[config.mk]
export PLATFORM = sky130hd
export DESIGN_NAME = alarm_irq_ctrl
export DESIGN_NICKNAME = d
export VERILOG_FILES = /design/src/rtl/alarm_irq_pkg.sv /design/src/rtl/alarm_src_summary.sv /design/src/rtl/alarm_trans_latch.sv /design/src/rtl/alarm_rst_seq.sv /design/src/rtl/alarm_irq_ctrl.sv
export SDC_FILE = /design/constraint.sdc
export NUM_CORES = 1
export LEC_CHECK = 0
export BUFFER_PORTS_ARGS = -buffer_cell sky130_fd_sc_hd__buf_2
export CORE_ASPECT_RATIO = 2
export CORE_MARGIN = 2
export CORE_UTILIZATION = 57
export DETAILED_ROUTE_END_ITERATION = 10
export PLACE_DENSITY = 0.84
export SETUP_SLACK_MARGIN = 0.3
export SYNTH_ARGS = -nofsm -noshare
export SYNTH_HDL_FRONTEND = slang
export SYNTH_SLANG_ARGS = --single-unit
[constraint.sdc]
create_clock -name clk_i -period 4.45 [get_ports clk_i]
set_clock_uncertainty 0.1 [all_clocks]
set_input_delay 0.89 -clock clk_i [delete_from_list [all_inputs] [get_ports clk_i]]
set_output_delay 0.89 -clock clk_i [all_outputs]
set_load 0.03 [all_outputs]
[src/rtl/alarm_irq_pkg.sv]
package alarm_irq_pkg;

    localparam int REG_W      = 8;
    localparam int ADDR_W     = 3;
    localparam int NUM_SRC    = 6;
    localparam int NUM_TRANS  = 8;
    localparam int POL_W      = 2 * NUM_TRANS;
    localparam int GEN_CTRL_W = 6;

    localparam int SUM_SWI_BIT  = 7;
    localparam int SUM_RSVD_BIT = 6;

    localparam int NUM_RST_CH = 3;
    localparam int RST_CH_GLB = 0;
    localparam int RST_CH_A   = 1;
    localparam int RST_CH_B   = 2;

    typedef enum logic [ADDR_W-1:0] {
        ADDR_SUM    = 3'd0,
        ADDR_MASK   = 3'd1,
        ADDR_CMD    = 3'd2,
        ADDR_CTRL   = 3'd3,
        ADDR_POL_LO = 3'd4,
        ADDR_POL_HI = 3'd5
    } reg_addr_e;

    typedef enum logic [1:0] {
        POL_OFF  = 2'b00,
        POL_RISE = 2'b01,
        POL_FALL = 2'b10,
        POL_BOTH = 2'b11
    } edge_pol_e;

    typedef struct packed {
        logic                  hiz_a;
        logic                  hiz_b;
        logic [GEN_CTRL_W-1:0] gen;
    } ctrl_reg_t;

    typedef struct packed {
        logic               swi;
        logic               rsvd;
        logic [NUM_SRC-1:0] src;
    } sum_reg_t;

    // Command bit owned by reset channel ch: global 7, A 6, B 5.
    function automatic int cmd_bit(input int ch);
        return REG_W - 1 - ch;
    endfunction

    function automatic logic edge_hit(input logic [1:0] pol, input logic cur, input logic prev);
        logic rise_sel;
        logic fall_sel;
        rise_sel = (pol == POL_RISE) || (pol == POL_BOTH);
        fall_sel = (pol == POL_FALL) || (pol == POL_BOTH);
        return (rise_sel & cur & ~prev) | (fall_sel & ~cur & prev);
    endfunction

endpackage

[src/rtl/alarm_src_summary.sv]
module alarm_src_summary
    import alarm_irq_pkg::*;
#(
    parameter int ALM_PER_SRC = 4,
    localparam int ALM_W = NUM_SRC * ALM_PER_SRC
) (
    input  logic [ALM_W-1:0]   alarm_lvl_i,
    input  logic [NUM_SRC-1:0] mask_i,
    output logic [NUM_SRC-1:0] ind_o
);

    for (genvar s = 0; s < NUM_SRC; s++) begin : g_src
        logic any_active;
        assign any_active = |alarm_lvl_i[s*ALM_PER_SRC +: ALM_PER_SRC];
        assign ind_o[s]   = mask_i[s] & any_active;
    end

endmodule

[src/rtl/alarm_trans_latch.sv]
module alarm_trans_latch
    import alarm_irq_pkg::*;
(
    input  logic                 clk_i,
    input  logic                 rst_i,
    input  logic [POL_W-1:0]     pol_i,
    input  logic [NUM_TRANS-1:0] lvl_i,
    input  logic                 arm_i,
    input  logic                 rd_clr_i,
    input  logic                 hold_clr_i,
    output logic                 latch_o
);

    logic [NUM_TRANS-1:0] prev_q;
    logic [NUM_TRANS-1:0] hit;
    logic                 latch_q;

    for (genvar k = 0; k < NUM_TRANS; k++) begin : g_line
        assign hit[k] = edge_hit(pol_i[2*k +: 2], lvl_i[k], prev_q[k]);
    end

    always_ff @(posedge clk_i) begin
        if (rst_i) begin
            prev_q <= '0;
        end else begin
            prev_q <= lvl_i;
        end
    end

    always_ff @(posedge clk_i) begin
        if (rst_i || hold_clr_i) begin
            latch_q <= 1'b0;
        end else if ((|hit) && arm_i) begin
            latch_q <= 1'b1;
        end else if (rd_clr_i) begin
            latch_q <= 1'b0;
        end
    end

    assign latch_o = latch_q;

endmodule

[src/rtl/alarm_rst_seq.sv]
module alarm_rst_seq #(
    parameter int RST_CYCLES = 8,
    localparam int CNT_W = (RST_CYCLES > 1) ? $clog2(RST_CYCLES) : 1
) (
    input  logic clk_i,
    input  logic rst_i,
    input  logic start_i,
    output logic busy_o
);

    logic [CNT_W-1:0] cnt_q;
    logic             busy_q;

    always_ff @(posedge clk_i) begin
        if (rst_i) begin
            busy_q <= 1'b0;
            cnt_q  <= '0;
        end else if (busy_q) begin
            if (cnt_q == '0) begin
                busy_q <= 1'b0;
            end else begin
                cnt_q <= cnt_q - 1'b1;
            end
        end else if (start_i) begin
            busy_q <= 1'b1;
            cnt_q  <= CNT_W'(RST_CYCLES - 1);
        end
    end

    assign busy_o = busy_q;

endmodule

[src/rtl/alarm_irq_ctrl.sv]
module alarm_irq_ctrl
    import alarm_irq_pkg::*;
#(
    parameter int ALM_PER_SRC = 4,
    parameter int RST_CYCLES  = 8,
    localparam int ALM_W = NUM_SRC * ALM_PER_SRC
) (
    input  logic                  clk_i,
    input  logic                  rst_i,
    input  logic                  wr_en_i,
    input  logic                  rd_en_i,
    input  logic [ADDR_W-1:0]     addr_i,
    input  logic [REG_W-1:0]      wdata_i,
    output logic [REG_W-1:0]      rdata_o,
    input  logic [ALM_W-1:0]      alarm_lvl_i,
    input  logic [NUM_TRANS-1:0]  trans_lvl_i,
    output logic                  irq_n_o,
    output logic                  glb_rst_o,
    output logic                  alm_clr_a_o,
    output logic                  alm_clr_b_o,
    output logic                  fifo_recenter_o,
    output logic                  hiz_a_o,
    output logic                  hiz_b_o,
    output logic [GEN_CTRL_W-1:0] ctrl_o
);

    reg_addr_e addr_e;
    assign addr_e = reg_addr_e'(addr_i);

    // Register state
    logic [REG_W-1:0] mask_q;
    ctrl_reg_t        ctrl_q;
    logic [POL_W-1:0] pol_q;
    logic [REG_W-1:0] rdata_q;
    logic             irq_n_q;
    logic             recenter_q;

    // Reset sequencers
    logic [NUM_RST_CH-1:0] rst_start;
    logic [NUM_RST_CH-1:0] rst_busy;
    logic                  cmd_wr;
    logic                  glb_clr;

    assign cmd_wr = wr_en_i && (addr_e == ADDR_CMD);

    for (genvar c = 0; c < NUM_RST_CH; c++) begin : g_rst
        assign rst_start[c] = cmd_wr && wdata_i[cmd_bit(c)] && !rst_busy[c];
        alarm_rst_seq #(.RST_CYCLES(RST_CYCLES)) u_seq (
            .clk_i   (clk_i),
            .rst_i   (rst_i),
            .start_i (rst_start[c]),
            .busy_o  (rst_busy[c])
        );
    end

    assign glb_clr = rst_start[RST_CH_GLB] || rst_busy[RST_CH_GLB];

    // Configuration registers
    always_ff @(posedge clk_i) begin
        if (rst_i) begin
            mask_q <= '0;
            ctrl_q <= '0;
            pol_q  <= '0;
        end else if (glb_clr) begin
            mask_q     <= '0;
            ctrl_q.gen <= '0;
            pol_q      <= '0;
        end else if (wr_en_i) begin
            case (addr_e)
                ADDR_MASK: begin
                    mask_q               <= wdata_i;
                    mask_q[SUM_RSVD_BIT] <= 1'b0;
                end
                ADDR_CTRL:   ctrl_q                 <= ctrl_reg_t'(wdata_i);
                ADDR_POL_LO: pol_q[REG_W-1:0]       <= wdata_i;
                ADDR_POL_HI: pol_q[POL_W-1:REG_W]   <= wdata_i;
                default: ;
            endcase
        end
    end

    // Summary path
    logic [NUM_SRC-1:0] src_ind;
    logic               swi_latch;
    logic               sum_rd;
    sum_reg_t           summary;

    assign sum_rd = rd_en_i && (addr_e == ADDR_SUM);

    alarm_src_summary #(.ALM_PER_SRC(ALM_PER_SRC)) u_summary (
        .alarm_lvl_i (alarm_lvl_i),
        .mask_i      (mask_q[NUM_SRC-1:0]),
        .ind_o       (src_ind)
    );

    alarm_trans_latch u_trans (
        .clk_i      (clk_i),
        .rst_i      (rst_i),
        .pol_i      (pol_q),
        .lvl_i      (trans_lvl_i),
        .arm_i      (mask_q[SUM_SWI_BIT]),
        .rd_clr_i   (sum_rd),
        .hold_clr_i (glb_clr),
        .latch_o    (swi_latch)
    );

    always_comb begin
        summary      = '0;
        summary.swi  = swi_latch & mask_q[SUM_SWI_BIT];
        summary.rsvd = 1'b0;
        summary.src  = src_ind;
    end

    // Read mux
    logic [REG_W-1:0] rd_mux;
    logic [REG_W-1:0] cmd_view;

    always_comb begin
        cmd_view = '0;
        for (int c = 0; c < NUM_RST_CH; c++) begin
            cmd_view[cmd_bit(c)] = rst_busy[c];
        end
    end

    always_comb begin
        case (addr_e)
            ADDR_SUM:    rd_mux = summary;
            ADDR_MASK:   rd_mux = mask_q;
            ADDR_CMD:    rd_mux = cmd_view;
            ADDR_CTRL:   rd_mux = ctrl_q;
            ADDR_POL_LO: rd_mux = pol_q[REG_W-1:0];
            ADDR_POL_HI: rd_mux = pol_q[POL_W-1:REG_W];
            default:     rd_mux = '0;
        endcase
    end

    always_ff @(posedge clk_i) begin
        if (rst_i) begin
            rdata_q    <= '0;
            irq_n_q    <= 1'b1;
            recenter_q <= 1'b0;
        end else begin
            if (rd_en_i) begin
                rdata_q <= rd_mux;
            end
            irq_n_q    <= ~(|summary);
            recenter_q <= rst_start[RST_CH_GLB];
        end
    end

    // Outputs
    assign rdata_o         = rdata_q;
    assign irq_n_o         = irq_n_q;
    assign glb_rst_o       = rst_busy[RST_CH_GLB];
    assign alm_clr_a_o     = rst_busy[RST_CH_A] | rst_busy[RST_CH_GLB];
    assign alm_clr_b_o     = rst_busy[RST_CH_B] | rst_busy[RST_CH_GLB];
    assign fifo_recenter_o = recenter_q;
    assign hiz_a_o         = ctrl_q.hiz_a;
    assign hiz_b_o         = ctrl_q.hiz_b;
    assign ctrl_o          = ctrl_q.gen;

endmodule

==> summary.txt, run 1 <==
==============================================================================
Area growth syn-to-layout                                                18.4%
Sequential area share after synthesis                                    43.5%
Worst-Skew Late Latency                                                 330 ps
Crit end category                                                     register
Final std cells w/o fill                                                   450
Class of the worst hold path                                      register to register
Total negative setup slack                                                0 ps
Class of the most critical setup path                             input port to register
RSZ-0062 raised after global routing                                        no
Global placement routability congestion                                  0.836
Die outline width                                                      54.0 um
Remaining routing DRC violations                                             0
Post-cts sizing count                                                        0
Die ar.                                                              5620 um^2
Netlist Area Pre-Place                                               2850 um^2
Worst-case hold slack                                                   365 ps
Cell type contributing the most total cell area after synthesis        dfxtp_1
Post-route fraction of the period consumed by the critical path          56.0%
EDFF count, synth                                                            0
Worst-path clk slew                                                      60 ps
Result of the run                                                 finished, final reports clean
Count of state elements after synthesis                                     62
Critical Path, Cell by Cell                                       buf_2 > and4bb_2 > nand2_1 > nand2_1 > a21oi_1
Count of warnings emitted by yosys                                           0
I/O pins                                                                    68
Slew Limit Fails                                                             0
H-tree level count                                                           3
First-iteration detailed-routing DRC count                                  73
Via count of the first global-routing pass                                2464
Final std cell area, no fill                                         3380 um^2
Wire length per cell                                                   15.8 um
Vias per std cell                                                         5.73
Worst-case headroom to the max-slew limit                                33.7%
Global-route wire length before repair                                 11.3 mm
Startpoint type of the worst setup path                             input port
Dominant register cell in the synthesized netlist                      dfxtp_1
Cell area power density                                            331 nW/um^2
HPWL after detailed placement                                          5.35 mm
Number of port buffers                                                      67
Initial antenna violation count                                              0
Tightest Pin Transition                                                 992 ps
CTS root buf                                                          clkbuf_8
Height of the die                                                       104 um
Final Hold Fails                                                             0
Fin crit period                                                        2490 ps
Final ANT Viol Nets                                                          0
Top-area cell type share of the netlist area                             43.5%
Most frequent cell after synthesis                                     dfxtp_1
Distinct cell type count after synthesis                                    41
Net count after synthesis                                                  378
Leakage Power                                                          1.41 nW
CTS tree                                                                  done
Number of antenna repair diodes                                              0
Share of layout cells above drive strength 1                             23.4%
Standard cell with the maximum stage delay on the critical path        nand2_1
Most frequent cells after synthesis                               dfxtp_1 (62), nor2_1 (45), nand2_1 (37)
Number of sinks on the clock net                                            62
VDD IR-drop max                                                       0.364 mV
Crit-path max cell delay                                                590 ps
Critical path's most frequent cell                                     nand2_1
Number of hold-repair buffers added at the cts stage                         0
Maximum frequency from static timing analysis                        0.401 GHz
Nets                                                                       442
Setup violation total in the final timing report                             0
Number of iterations in the first detailed-routing pass                      4
Pin count of the biggest net entering global routing                        34
Core region area                                                     4860 um^2
Aggregate global-route resource usage                                    27.7%
Overflow after GRT                                                           0
Number of cells after detailed placement                                   435
Clock buffer count from CTS                                                  9
Cell count after synthesis                                                 325
R2R Setup Slk                                                          2630 ps
Buffer levels on the longest clock path                                      2
Placed standard-cell area                                            3210 um^2
Async SR Flop Fraction                                                      0%
Effective utilization at floorplan                                       58.6%
Average cell area after synthesis                                    8.78 um^2
Std cell rows                                                               36
Total routed wirelength                                                7.11 mm
Setup Fix Bufs, Post-CTS                                                     0
Total via count in the routed design                                      2578
Worst path required time                                               4590 ps
Arrival time reported for the critical path endpoint                   2630 ps
Maximum fanout along the worst path                                         30
Most area-consuming cells after synthesis                         dfxtp_1 (44%), mux2i_1 (10%), nor2_1 (5.9%)
Maxcap violations                                                            0
==============================================================================
==> registers in the layout (all words and copies together), names as in the netlist <==
name,cells
ctrl_o,6
u_trans.latch_o,1
hiz_b_o,1
rdata_o,8
u_trans.prev_q,8
irq_n_o,1
fifo_recenter_o,1
hiz_a_o,1
mask_q,7
g_rst.u_seq.busy_o,3
pol_q,16
g_rst.u_seq.cnt_q,9
==> cell families (layout without fill, tap and decap cells) <==
family	count (synthesis)	count (layout)	share of synthesized area, %
fa+ha+maj	6	6	2.63
simple gates	135	135	23.2
flops	62	62	43.5
buf+inv	27	95	3.86
mux	33	33	11.8
compound gates	61	61	14.8
xor+xnor	1	1	0.307
==> worst max-delay path, delay by kind of cell <==
kind,cells,cell delay [ps]
AND/OR/NAND/NOR,3,1030
buffers and inverters,1,360
AO/OA/AOI/OAI,1,330
==> stage by stage <==
stage | util [%] | total power [W] | setup slack [ps]
2_1_floorplan | - | 0.000660 | 2260
3_3_place_gp | 66.0 | 0.000703 | 1750
3_5_place_dp | 66.0 | 0.000706 | 1640
4_1_cts | 69.4 | 0.00112 | 1990
5_1_grt | 69.4 | 0.00116 | 1800
6_report | 69.4 | 0.00112 | 1960
==> routing by layer <==
layer / share of wire (%) / vias to the layer above / GRT usage, %
li1: - / 1275 / -
met1: 37 / 1211 / 27.9
met2: 56 / 75 / 50.0
met4: 3.3 / 0 / 13.6
met5: 0 / - / 0
met3: 4.4 / 17 / 5.46
==> layout by cell type, fill, tap and decap left out, drive strengths merged, types with 7 or more instances in the layout <==
cell type	instances
dfxtp	62
nor2	45
inv	10
buf	70
nand2	37
a21oi	16
mux2i	29
clkbuf	14
a211oi	7
o21ai	12
nand3b	11
nor2b	16
==> power breakdown <==
part           internal (W)  switching, W
clock network      0.000229      0.000194
logic             0.0000453     0.0000685
registers          0.000571     0.0000105
==> cell type report <==
type,count,area (um^2)
clock buffer,14,163
clock inverter,1,5.00
fill,408,1490
inverter,10,37.5
multi-input combinational,236,1500
sequential,62,1240
tap,57,71.3
timing repair buffer,70,358
==> final timing paths <==
check                          start                      end  cells after the start
min          g_rst[2].u_seq.cnt_q[0]  g_rst[2].u_seq.cnt_q[0]                      1
max                        addr_i[0]                 pol_q[8]                      5
min reg2reg  g_rst[2].u_seq.cnt_q[0]  g_rst[2].u_seq.cnt_q[0]                      1
max reg2reg                pol_q[12]          u_trans.latch_o                      5
Note: power is estimated with default switching activity, not from simulation.
==> run 2: changes to the inputs <==
--- a/config.mk
+++ b/config.mk
@@ -5,12 +5,13 @@
 export SDC_FILE = /design/constraint.sdc
 export NUM_CORES = 1
 export LEC_CHECK = 0
+export ABC_AREA = 1
 export BUFFER_PORTS_ARGS = -buffer_cell sky130_fd_sc_hd__buf_2
 export CORE_ASPECT_RATIO = 2
 export CORE_MARGIN = 2
-export CORE_UTILIZATION = 57
+export CORE_UTILIZATION = 49
 export DETAILED_ROUTE_END_ITERATION = 10
-export PLACE_DENSITY = 0.84
+export PLACE_DENSITY = 0.75
 export SETUP_SLACK_MARGIN = 0.3
 export SYNTH_ARGS = -nofsm -noshare
 export SYNTH_HDL_FRONTEND = slang
==> constraint.sdc (replaced) <==
create_clock -name clk_i -period 2.2 [get_ports clk_i]
set_clock_uncertainty 0.1 [all_clocks]
set_input_delay 0.44 -clock clk_i [delete_from_list [all_inputs] [get_ports clk_i]]
set_output_delay 0.44 -clock clk_i [all_outputs]
set_load 0.03 [all_outputs]
==> run 2 against run 1 <==
  * Clock power increased to 3.6 times the previous value
  * Hold slack got worse by 130 ps
  * Die area increased by 32%
  * Global-route usage decreased by 2.7 points
  * Sequential power increased by 100%
  * Flip-flop and latch count unchanged
  * Register-to-register slack got worse by 1800 ps
  * Power increased to 2.6 times the previous value
  * Critical path type is now register to output port
  * Final area increased by 16%
==> summary.txt, run 2 <==
==================================================================================
Post-route fraction of the period consumed by the critical path              79.0%
Final ANT Viol Nets                                                              0   unchanged
Maxcap violations                                                                0   unchanged
Worst-path clk slew                                                          50 ps   about the same
Std cell rows                                                                   42   +17%
VDD IR-drop max                                                           0.482 mV   +33%
Tightest Pin Transition                                                     409 ps   -583 ps
Worst-case hold slack                                                       236 ps   -129 ps
Overflow after GRT                                                               0   unchanged
Via count of the first global-routing pass                                    3010   +22%
Number of sinks on the clock net                                                62   unchanged
Worst hold start                                                      trans_lvl_i[3]
Aggregate global-route resource usage                                        25.0%   -2.7 points
Number of iterations in the first detailed-routing pass                          4   unchanged
Effective utilization at floorplan                                           50.1%   -8.6 points
Wire length per cell                                                       14.0 um   -11%
Dominant register cell in the synthesized netlist                          dfxtp_1
Total negative setup slack                                                    0 ps   unchanged
Startpoint of the worst register-to-register path                     g_rst[0].u_seq.cnt_q[0]
Die outline width                                                          61.9 um   +15%
Sequential area share after synthesis                                        37.7%   -5.8 points
Most frequent cells after synthesis                                   nand2_1 (136), dfxtp_1 (62), nand3_1 (54)
Worst path required time                                                   1660 ps   -2930 ps
Class of the most critical setup path                                 register to output port
Multi-input combinational cell area                                      1700 um^2   +13%
Most area-consuming cells after synthesis                             dfxtp_1 (38%), nand2_1 (16%), a21oi_2 (8.5%)
Critical Path, Cell by Cell                                           inv_1 > nand2_1 > buf_2
Setup violation total in the final timing report                                 0   unchanged
Cell area power density                                                755 nW/um^2   +130%
Cell type contributing the most total cell area after synthesis            dfxtp_1
Maximum frequency from static timing analysis                            0.575 GHz
Global-route wire length before repair                                     13.4 mm   +19%
Clock buffer count from CTS                                                      9   unchanged
Vias per std cell                                                             5.14   -10%
Crit-path max cell delay                                                    420 ps   -170 ps
Standard cell with the maximum stage delay on the critical path            dfxtp_1
Worst-case headroom to the max-slew limit                                    72.7%   +39 points
CTS tree                                                                      done
H-tree level count                                                               3   unchanged
Number of antenna repair diodes                                                  0   unchanged
Buffer levels on the longest clock path                                          2   unchanged
R2r worst-path depth                                                             6   +1
Highest-count cells in the layout ignoring fill and taps              nand2_1 (136), buf_2 (67), dfxtp_1 (62), nand3_1 (54), nor2_1 (50)
Top-area cell type share of the netlist area                                 37.7%   -5.8 points
Worst-Skew Late Latency                                                     340 ps   about the same
R2R Setup Slk                                                               810 ps   -1820 ps
Area of all sequential standard cells                                    1240 um^2   unchanged
RSZ-0062 raised after global routing                                            no
Netlist Area Pre-Place                                                   3290 um^2   +15%
Most flops, register                                                         pol_q
I/O pins                                                                        68   unchanged
Average cell area after synthesis                                        7.20 um^2   -18%
Slew Limit Fails                                                                 0   unchanged
Share of layout cells above drive strength 1                                 26.6%   +3.2 points
Result of the run                                                     finished, final reports clean
Remaining routing DRC violations                                                 0   unchanged
Number of port buffers                                                          67   unchanged
Initial antenna violation count                                                  0   unchanged
Largest registers                                                     pol_q (16), g_rst.u_seq.cnt_q (9)
Setup Fix Bufs, Post-CTS                                                         0   unchanged
Leading cell type in the layout, fill and taps excluded                    nand2_1
Cell family with the largest share of critical-path delay               flip-flops
First-iteration detailed-routing DRC count                                     170   +130%
Fillers                                                                        633   +55%
Class of the worst hold path                                          input port to register
Count of warnings emitted by yosys                                               0   unchanged
Worst Path Buf+Inv                                                               2   +1
Fin crit period                                                            1740 ps
Flip-flop count of the largest register, all copies and words added             16   unchanged
Crit end category                                                      output port
Hold Path End                                                         u_trans.prev_q[3]
Count of state elements after synthesis                                         62   unchanged
HPWL after detailed placement                                              6.57 mm   +23%
Worst reg2reg path endpoint                                           g_rst[0].u_seq.cnt_q[2]
Cell count after synthesis                                                     457   +41%
Net count after synthesis                                                      510   +35%
Height of the die                                                           120 um   +15%
Die ar.                                                                  7420 um^2   +32%
CTS root buf                                                             clkbuf_16
Core region area                                                         6570 um^2   +35%
Area growth syn-to-layout                                                    19.0%
Total routed wirelength                                                    8.62 mm   +21%
Number of hold-repair buffers added at the cts stage                             0   unchanged
Leakage Power                                                              1.68 nW   +19%
Final Hold Fails                                                                 0   unchanged
Startpoint type of the worst setup path                                   register
Arrival time reported for the critical path endpoint                       1200 ps   -1430 ps
Global placement routability congestion                                      0.941   +13%
Nets                                                                           575   +30%
Post-cts sizing count                                                            0   unchanged
Distinct cell type count after synthesis                                        34   -17%
EDFF count, synth                                                                0   unchanged
Total via count in the routed design                                          3163   +23%
Most frequent cell after synthesis                                         nand2_1
Pin count of the biggest net entering global routing                            31   -8.8%
Maximum fanout along the worst path                                              6   -80%
Worst Hold Path Cells                                                            3   +2
Async SR Flop Fraction                                                          0%   unchanged
==================================================================================
## run 2: cells by family (layout without fill, tap and decap cells)
group | Yosys count | after routing | share of synthesized area [%]
and+or+nand+nor | 263 | 263 | 35.5
buffers and inverters | 63 | 133 | 10.6
DFF | 62 | 62 | 37.7
AOI/OAI and AO/OA | 61 | 61 | 13.3
adders and majority gates | 6 | 6 | 2.28
xor gates and xnor gates | 2 | 2 | 0.533
## run 2: metrics by stage
stage	utilization [%]	power [W]	cells	area, um^2	worst slack [ps]
floorplan	-	0.00139	457	3290	656
global placement	54.7	0.00146	599	3600	419
detailed placement	54.7	0.00147	599	3600	369
CTS	59.6	0.00296	615	3910	455
global route	59.6	0.00305	615	3910	384
finish	59.6	0.00295	615	3910	461
## run 2: worst reg2reg max path, cell delays in order (launching register included)
cell and delay [ps]:
dfxtp_1 320, inv_1 70, ha_1 210, or2_2 300
nand3_1 70, nand3_1 80, a21oi_1 160
## run 2: per-layer routing
metal,GRT usage (%),vias to the layer above,wire length [um],part of all wire (%)
met5,0,-,0,0
met1,25.9,1456,3180,37
met2,41.2,94,4510,52
met4,19.3,0,528,6.1
met3,5.06,35,394,4.6
li1,-,1578,-,-
## run 2: final cells by class
type                       count  share of cell area [%]
timing repair buffer          69                    8.95
tap                           88                    2.81
multi-input combinational    332                    43.4
sequential                    62                    31.7
inverter                      48                    5.02
clock inverter                 4                    1.79
clock buffer                  12                    6.30
## run 2: how the worst max path moves through the flow
stage | startpoint | to | slack [ps] | cells past startpoint
2_1_floorplan | addr_i[0] | u_trans.latch_o | 660 | 10
5_1_grt | g_rst[0].u_seq.busy_o | alm_clr_a_o | 380 | 3
4_1_cts | g_rst[0].u_seq.busy_o | alm_clr_b_o | 450 | 3
6_report | g_rst[0].u_seq.busy_o | alm_clr_b_o | 460 | 3
3_5_place_dp | addr_i[1] | pol_q[11] | 370 | 7
3_3_place_gp | addr_i[1] | pol_q[14] | 420 | 7
## run 2: where the power goes
group	switching [W]	leakage, nW	total, W	internal [W]
Sequential	0.0000202	0.504	0.00117	0.00115
Clock	0.000488	0.157	0.00151	0.00102
Combinational	0.000184	1.02	0.000273	0.0000890
Total	0.000692	1.68	0.00295	0.00226
